==> src/rtl/setup_port_pkg.sv <==
package setup_port_pkg;

   // decoded operating mode, encoded as {c1, c0}
   typedef enum logic [1:0] {
      MODE_RUN   = 2'b00,
      MODE_WAVE  = 2'b01,
      MODE_SETUP = 2'b10,
      MODE_XFER  = 2'b11
   } port_mode_e;

   // bit positions inside the synchronized line bundle
   localparam int LN_CLK  = 0;
   localparam int LN_DATA = 1;
   localparam int LN_C0   = 2;
   localparam int LN_C1   = 3;
   localparam int LN_W    = 4;

endpackage

==> src/rtl/host_line_sync.sv <==
module host_line_sync #(
   parameter int STAGES = 2,
   parameter int WIDTH  = 4,
   parameter int CLK_IX = 0
) (
   input  logic             clk,
   input  logic             rst_n,
   input  logic [WIDTH-1:0] raw_i,
   output logic [WIDTH-1:0] lines_o,
   output logic             rise_o,
   output logic             fall_o
);

   logic [WIDTH-1:0] sync_out;
   logic             clk_prev_q;

   generate
      if (STAGES == 1) begin : g_bad_stages
         $error("host_line_sync: STAGES must be 0 (bypass) or at least 2");
      end
      if (CLK_IX >= WIDTH) begin : g_bad_index
         $error("host_line_sync: CLK_IX outside the line bundle");
      end

      if (STAGES == 0) begin : g_bypass
         assign sync_out = raw_i;
      end else begin : g_chain
         logic [WIDTH-1:0] stage_q [STAGES];
         for (genvar i = 0; i < STAGES; i++) begin : g_stage
            if (i == 0) begin : g_first
               always_ff @(posedge clk) begin
                  if (!rst_n) stage_q[i] <= '0;
                  else        stage_q[i] <= raw_i;
               end
            end else begin : g_next
               always_ff @(posedge clk) begin
                  if (!rst_n) stage_q[i] <= '0;
                  else        stage_q[i] <= stage_q[i-1];
               end
            end
         end
         assign sync_out = stage_q[STAGES-1];
      end
   endgenerate

   always_ff @(posedge clk) begin
      if (!rst_n) clk_prev_q <= 1'b0;
      else        clk_prev_q <= sync_out[CLK_IX];
   end

   assign lines_o = sync_out;
   assign rise_o  =  sync_out[CLK_IX] & ~clk_prev_q;
   assign fall_o  = ~sync_out[CLK_IX] &  clk_prev_q;

endmodule

==> src/rtl/port_mode_decoder.sv <==
module port_mode_decoder
   import setup_port_pkg::*;
(
   input  logic       clk,
   input  logic       rst_n,
   input  logic       rise_i,
   input  logic       fall_i,
   input  logic [1:0] mode_i,     // {c1, c0} as sampled now
   output port_mode_e mode_q,
   output logic       copy_en_o,  // rise with setup-latch code
   output logic       shift_en_o, // fall while in transfer mode
   output logic       run_o,
   output logic       xfer_o,
   output logic       setup_o,
   output logic       wave_o
);

   always_ff @(posedge clk) begin
      if (!rst_n)      mode_q <= MODE_RUN;
      else if (rise_i) mode_q <= port_mode_e'(mode_i);
   end

   assign copy_en_o  = rise_i && (port_mode_e'(mode_i) == MODE_SETUP);
   assign shift_en_o = fall_i && (mode_q == MODE_XFER);

   always_comb begin
      run_o   = 1'b0;
      xfer_o  = 1'b0;
      setup_o = 1'b0;
      wave_o  = 1'b0;
      unique case (mode_q)
         MODE_RUN:   run_o   = 1'b1;
         MODE_XFER:  xfer_o  = 1'b1;
         MODE_SETUP: setup_o = 1'b1;
         MODE_WAVE:  wave_o  = 1'b1;
         default:    run_o   = 1'b1;
      endcase
   end


   mode_hold_chk: assert property (@(posedge clk) disable iff (!rst_n)
      !rise_i |=> $stable(mode_q));


   mode_take_chk: assert property (@(posedge clk) disable iff (!rst_n)
      rise_i |=> (mode_q == port_mode_e'($past(mode_i))));

endmodule

==> src/rtl/setup_shifter.sv <==
module setup_shifter #(
   parameter int WORD_W = 32
) (
   input  logic              clk,
   input  logic              rst_n,
   input  logic              shift_en_i,
   input  logic              bit_i,
   input  logic              copy_en_i,
   output logic [WORD_W-1:0] stage_q,
   output logic [WORD_W-1:0] hold_q
);

   generate
      if (WORD_W < 2) begin : g_bad_width
         $error("setup_shifter: WORD_W must be at least 2");
      end
   endgenerate

   always_ff @(posedge clk) begin
      if (!rst_n)          stage_q <= '0;
      else if (shift_en_i) stage_q <= {stage_q[WORD_W-2:0], bit_i};
   end

   always_ff @(posedge clk) begin
      if (!rst_n)         hold_q <= '0;
      else if (copy_en_i) hold_q <= stage_q;
   end


   stage_frozen_chk: assert property (@(posedge clk) disable iff (!rst_n)
      !shift_en_i |=> $stable(stage_q));


   bit_entry_chk: assert property (@(posedge clk) disable iff (!rst_n)
      shift_en_i |=> (stage_q[0] == $past(bit_i)));


   hold_copy_chk: assert property (@(posedge clk) disable iff (!rst_n)
      copy_en_i |=> (hold_q == $past(stage_q)));


   hold_stable_chk: assert property (@(posedge clk) disable iff (!rst_n)
      !copy_en_i |=> $stable(hold_q));

endmodule

==> src/rtl/serial_setup_port.sv <==
module serial_setup_port
   import setup_port_pkg::*;
#(
   parameter int SYNC_STAGES = 2,
   parameter int OFFSET_W    = 8,
   parameter int SEL_W       = 3,
   parameter int ADDR_W      = 15
) (
   input  logic                clk,
   input  logic                rst_n,
   input  logic                host_clk,
   input  logic                host_data,
   input  logic                host_c0,
   input  logic                host_c1,
   output logic [OFFSET_W-1:0] offset_code,
   output logic                play_rst_n,
   output logic                trig_sel,
   output logic [SEL_W-1:0]    rate_sel,
   output logic [SEL_W-1:0]    atten_sel,
   output logic [ADDR_W-1:0]   start_addr,
   output logic                filter_en,
   output logic                mode_run,
   output logic                mode_xfer,
   output logic                load_setup,
   output logic                load_wave,
   output logic                shift_pulse
);

   // field placement, low end first
   localparam int RST_BIT  = OFFSET_W;
   localparam int TRG_BIT  = RST_BIT + 1;
   localparam int RATE_LSB = TRG_BIT + 1;
   localparam int ATT_LSB  = RATE_LSB + SEL_W;
   localparam int ADDR_LSB = ATT_LSB + SEL_W;
   localparam int EN_BIT   = ADDR_LSB + ADDR_W;
   localparam int WORD_W   = EN_BIT + 1;

   generate
      if (OFFSET_W < 1 || SEL_W < 1 || ADDR_W < 1) begin : g_bad_fields
         $error("serial_setup_port: every field needs at least one bit");
      end
   endgenerate

   logic [LN_W-1:0]   raw_lines;
   logic [LN_W-1:0]   lines;
   logic              h_rise;
   logic              h_fall;
   port_mode_e        mode_q;
   logic              copy_en;
   logic              shift_en;
   logic [WORD_W-1:0] stage_word;
   logic [WORD_W-1:0] hold_word;

   always_comb begin
      raw_lines          = '0;
      raw_lines[LN_CLK]  = host_clk;
      raw_lines[LN_DATA] = host_data;
      raw_lines[LN_C0]   = host_c0;
      raw_lines[LN_C1]   = host_c1;
   end

   host_line_sync #(
      .STAGES (SYNC_STAGES),
      .WIDTH  (LN_W),
      .CLK_IX (LN_CLK)
   ) u_sync (
      .clk     (clk),
      .rst_n   (rst_n),
      .raw_i   (raw_lines),
      .lines_o (lines),
      .rise_o  (h_rise),
      .fall_o  (h_fall)
   );

   port_mode_decoder u_mode (
      .clk        (clk),
      .rst_n      (rst_n),
      .rise_i     (h_rise),
      .fall_i     (h_fall),
      .mode_i     ({lines[LN_C1], lines[LN_C0]}),
      .mode_q     (mode_q),
      .copy_en_o  (copy_en),
      .shift_en_o (shift_en),
      .run_o      (mode_run),
      .xfer_o     (mode_xfer),
      .setup_o    (load_setup),
      .wave_o     (load_wave)
   );

   setup_shifter #(
      .WORD_W (WORD_W)
   ) u_shift (
      .clk        (clk),
      .rst_n      (rst_n),
      .shift_en_i (shift_en),
      .bit_i      (lines[LN_DATA]),
      .copy_en_i  (copy_en),
      .stage_q    (stage_word),
      .hold_q     (hold_word)
   );

   assign shift_pulse = shift_en;
   assign offset_code = hold_word[OFFSET_W-1:0];
   assign play_rst_n  = hold_word[RST_BIT];
   assign trig_sel    = hold_word[TRG_BIT];
   assign rate_sel    = hold_word[RATE_LSB +: SEL_W];
   assign atten_sel   = hold_word[ATT_LSB +: SEL_W];
   assign start_addr  = hold_word[ADDR_LSB +: ADDR_W];
   assign filter_en   = hold_word[EN_BIT];


   no_stray_shift_chk: assert property (@(posedge clk) disable iff (!rst_n)
      (mode_run || load_setup || load_wave) |-> !shift_pulse);


   wave_keeps_hold_chk: assert property (@(posedge clk) disable iff (!rst_n)
      (h_rise && mode_q == MODE_XFER && {lines[LN_C1], lines[LN_C0]} == 2'b01)
         |=> $stable(hold_word));


   one_mode_chk: assert property (@(posedge clk) disable iff (!rst_n)
      $countones({mode_run, mode_xfer, load_setup, load_wave}) == 1);

endmodule

==> config.mk <==
export PLATFORM = sky130hd
export DESIGN_NAME = serial_setup_port
export DESIGN_NICKNAME = d
export VERILOG_FILES = /design/src/rtl/setup_port_pkg.sv /design/src/rtl/host_line_sync.sv /design/src/rtl/port_mode_decoder.sv /design/src/rtl/setup_shifter.sv /design/src/rtl/serial_setup_port.sv
export SDC_FILE = /design/constraint.sdc
export NUM_CORES = 1
export LEC_CHECK = 0
export BUFFER_PORTS_ARGS = -buffer_cell sky130_fd_sc_hd__buf_2
export CAP_MARGIN = 10
export CORE_ASPECT_RATIO = 0.75
export CORE_MARGIN = 5
export CORE_UTILIZATION = 40
export CTS_CLUSTER_SIZE = 12
export DETAILED_ROUTE_END_ITERATION = 10
export GPL_ROUTABILITY_DRIVEN = 0
export SLEW_MARGIN = 10
export SYNTH_ARGS = -nofsm -noshare
export SYNTH_HDL_FRONTEND = slang
export SYNTH_SLANG_ARGS = --single-unit
export TNS_END_PERCENT = 10
==> constraint.sdc <==
create_clock -name clk -period 1.6 [get_ports clk]
set_clock_uncertainty 0.15 [all_clocks]
set_input_delay 0.24 -clock clk [delete_from_list [all_inputs] [get_ports clk]]
set_output_delay 0.24 -clock clk [all_outputs]
set_load 0.02 [all_outputs]
======== Yosys cells after proc, flatten, opt, wreduce, memory -nomap -nowiden ========
Memories as Yosys holds them, arrays and structs flattened.
Cells that the tools add are included.
storage, ports and cells
  word-level logic and storage cells ...... 26
  RAM bits ................................ 8
  memories ................................ 1
  flip-flop bits (word level) ............. 67
  input bits .............................. 6
cells by class
  equality and inequality tests ........... 4
  muxes and demuxes ....................... 8
  reduce and logical (&&, ||, !) cells .... 3
  bitwise gates (word level) .............. 6
memories
  name                    words  bits a word  read ports  clocked after Yosys merged registers in  write ports  RTL line              text
  u_sync.g_chain.stage_q  2      4            2           0                                        2            host_line_sync.sv:28  logic [WIDTH-1:0] stage_q [STAGES];
operator list
  cell                                                                    number
  4-bit 2-to-1 mux                                                        2
  2-bit equality test (second input constant)                             3
  1-bit 2-to-1 mux                                                        6
  1-bit bitwise AND                                                       2
  2-bit by 1-bit equality test with 1-bit output (second input constant)  1
  1-bit logical AND                                                       2
  2-bit zero test                                                         1
  1-bit inverter                                                          2
  1-bit bitwise OR                                                        2

======== Longest topological paths before layout ========
  word-level depth ........................ 3
  depth in mapped cells ................... 5
  mapped depth without buffers ............ 4

======== Hierarchy ========
From an unflattened synthesis, not the netlist that was laid out.
second synthesis, totals
  cell total of the unflattened synthesis .. 240
  area, all modules ....................... 2847.7 um^2
modules (own cells, without submodules)
  module             area each (um^2)  times used  cells each
  setup_shifter      2492.4            1           207
  host_line_sync     249.0             1           20
  port_mode_decoder  106.4             1           13

======== Least setup slack after synthesis ========
Ideal clock, no wire load.
  kind .................................... reg2reg
  from .................................... register u_sync.clk_prev_q
  to ...................................... register u_shift.hold_q[15]
  stages on the path, launching flop included .. 6
  clock period less this slack ............ 1216 ps
  buffers on the path ..................... 2
  arrival time ............................ 945 ps
  setup time .............................. 121 ps
  required time ........................... 1329 ps
  setup slack ............................. 384 ps
  path through ............................ dfxtp_1 nand4bb_1 buf_6 clkbuf_8 nand3_1 o21ai_0
on the way
  word-level cells in the longest chain between the ends .. 3
RTL lines
  what                      RTL line                 text
  start: declaration        host_line_sync.sv:15     logic clk_prev_q;
  start signal: assignment  host_line_sync.sv:48     else clk_prev_q <= sync_out[CLK_IX];
  1-bit inverter            host_line_sync.sv:52     assign rise_o = sync_out[CLK_IX] & ~clk_prev_q;
  1-bit bitwise AND         host_line_sync.sv:52
  1-bit logical AND         port_mode_decoder.sv:23  assign copy_en_o = rise_i && (port_mode_e'(mode_i) == MODE_SETUP);
  end signal: assignment    setup_shifter.sv:26      else if (copy_en_i) hold_q <= stage_q;
  end: declaration          setup_shifter.sv:10      output logic [WORD_W-1:0] hold_q
Every way passes these cells.
A chain may end at the register's enable or synchronous reset.

==> impl_metrics.ini <==
[setup_path]
slowest_delay_ns = 0.34
start_kind = flop
required_ns = 1.21
crit_end = shift_pulse
crit_cells = 3
arrival_ns = 1.10
startpoint = u_sync.g_chain.stage_q[1][0]
slowest_stage = dfxtp_2
cp_cell_sequence = nand4b_4 > clkinv_4 > buf_6
r2r_cells = 6
path_buf_inv = 2
regToRegEndpoint = u_shift.stage_q[12]
cp-end-kind = output port
rr_startpoint = u_sync.g_chain.stage_q[1][0]
worstSetupPathType = flop to output port
reg2reg_slack_ns = 0.19
cp_max_fo = 5
crit_family = flip-flops

[sta]
finalHoldViolations = 0
fin_setup_tns_ns = 0
worst_pin_slew_ns = 0.347
maxSlewViolCount = 0
fin_crit_sh_pct = 93.2
min_period_ns = 1.49
relSlewSlack_pct = 76.9
rsz0062_at_grt = no
max_freq_mhz = 671
finalSetupViolCount = 0

[cts]
root_buffer = clkbuf_8
cts.sinks = 75
clockBufferDepth = 2
htree_levels = 3
clock_latency_ns = 0.34
numCtsBuffers = 9
cts_tree = built
path_clk_slew_ns = 0.08

[die]
die_area_um2 = 8310
fp.dieH_um = 80.2
die_x_um = 104
initial_core_util_pct = 41.4
ioPinCount = 43
row_count = 25
core_area_um2 = 6350

[yosys]
synth_flop_cell = dfxtp_1
ys_seq_elements = 75
ys_types = 20
synth_nets = 287
syn_inst = 281
synth_edf_count = 0
seq_area_frac_synth_pct = 57.1
async_reset_ff_share_pct = 0
synth_area_um2 = 2630
postSynthAreaPerCell_um2 = 9.36
ys.warnings.count = 0

[finish]
seqCellArea_um2 = 1510
nNetsFinal = 329
area_growth_pct = 20.0
mostFrequentLayoutCell = dfxtp_1
n_fill_cell = 613
final_util_pct = 49.7
drive_above_1_share_pct = 23.2
multiInputGateArea_um2 = 921
num_antenna_cells = 0
layout_common_cells = dfxtp_1 (71), nand3_1 (64), o21ai_0 (49), buf_2 (41), nand2_1 (32)

[power]
combPwrFrac_pct = 2.4
p_total_mw = 3.56
vdd_drop_max_mv = 0.589
clock_power_share_pct = 44.8
netSwitchingPower_uw = 728
seq_power_share_pct = 52.8
swShare_pct = 20.5
power_leakage_nw = 1.26
internal_power_mw = 2.83
p_per_area_nw_per_um2 = 1130

[detailed_routing]
dr.pass1.iters = 4
routedWlPerCell_um = 11.8
wl_mm = 4.83
viasPerCell = 4.88
vias = 1997
remaining_drc_errors = 0
drt_iter0_drc = 86
antenna_left = 0

[placed_design]
dpl.hpwl_mm = 3.39
portBuffers = 42

[worst_hold_path]
hp-class = input port to flop

[global_route]
grt.total_usage_pct = 12.7
grt_pass1_wl_mm = 8.61
grt_max_degree = 39
grt_overflow = 0
antenna_found_initial = 0
grt_pass1_vias = 1867

[status]
outcome = finished, final reports clean

[run]
maxCapViolCount = 0
## through the flow
stage	instance area (µm²)	setup slack (ns)	cells	hold slack [ns]
floorplan	2630	0.384	281	0.217
global placement	2860	0.281	388	0.265
detailed placement	2860	0.200	388	0.267
CTS	3140	0.0257	409	0.165
global route	3150	0.0115	409	0.188
finish	3150	0.109	409	0.181
## cell usage after synthesis (2+ instances only)
library cell	count	area share, %
clkbuf_1	3	0.43
buf_4	3	0.86
dfxtp_1	75	57
mux2i_1	2	0.76
clkbuf_8	3	1.6
and2_1	10	2.4
nand3_1	64	12
nand2_1	32	4.6
buf_2	8	1.5
o21ai_1	15	2.9
buf_6	6	2.6
o21ai_0	49	9.3
nor2b_1	4	0.95
## power groups by stage
stage / combinational (mW) / clock [mW] / sequential [mW]
detailed placement: 0.0808 / 0 / 1.92
finish: 0.0871 / 1.59 / 1.88
global placement: 0.0804 / 0 / 1.92
floorplan: 0.0583 / 0 / 1.92
global route: 0.0979 / 1.73 / 1.88
CTS: 0.0883 / 1.65 / 1.88
## worst min path at each step
stage / start / to / slack (ns) / cells after the start
after floorplan: host_clk / u_sync.g_chain.stage_q[0][0] / 0.22 / 1
after global placement: u_sync.g_chain.stage_q[0][3] / u_sync.g_chain.stage_q[1][3] / 0.26 / 1
after detailed placement: u_sync.g_chain.stage_q[0][2] / u_sync.g_chain.stage_q[1][2] / 0.27 / 1
after CTS: rst_n / u_shift.hold_q[25] / 0.16 / 3
after global routing: rst_n / u_shift.stage_q[28] / 0.19 / 3
final: rst_n / u_shift.hold_q[25] / 0.18 / 3
## cells by family after synthesis
kind of cell	synth area share, %
AO/OA/AOI/OAI	12.2
flip-flops	57.1
buffers and inverters	8.04
AND/OR/NAND/NOR	21.9
multiplexers	0.762
## cell type report
class | instances | area share (%)
clock inverter | 6 | 2.82
multi-input combinational | 180 | 29.2
tap | 81 | 3.21
timing repair buffer | 56 | 12.2
inverter | 1 | 0.278
clock buffer | 10 | 4.36
sequential | 75 | 47.9
## flip-flops by register name, summed over array words and instances (netlist names)
name                    count
u_shift.hold_q             32
u_sync.g_chain.stage_q      8
u_mode.mode_q               2
u_shift.stage_q            32
u_sync.clk_prev_q           1
## worst register-to-register path: cells and delay by family, from the launching register on
kind,cells,cell delay [ns]
and+or+nand+nor,2,0.29
buffers and inverters,3,0.47
DFF,1,0.34
AOI/OAI and AO/OA,1,0.08
## layer usage
metal / global-route usage [%] / wire (µm) / up-vias
met5: 0 / 0 / -
met3: 5.94 / 294 / 4
met2: 19.7 / 2150 / 41
li1: - / - / 1045
met4: 2.75 / 24 / 0
met1: 16.1 / 2350 / 907
## what timing repair did
| action | in CTS | in global routing |
|---|---|---|
| setup buffers | 1 | 0 |
| endpoints found under the hold margin | 4 | 0 |
| hold buffers | 4 | 0 |
| resized for setup | 3 | 6 |
| gates cloned | 0 | 0 |
| setup endpoints to repair | 1 | 3 |
Note: power is estimated with default switching activity, not from simulation.
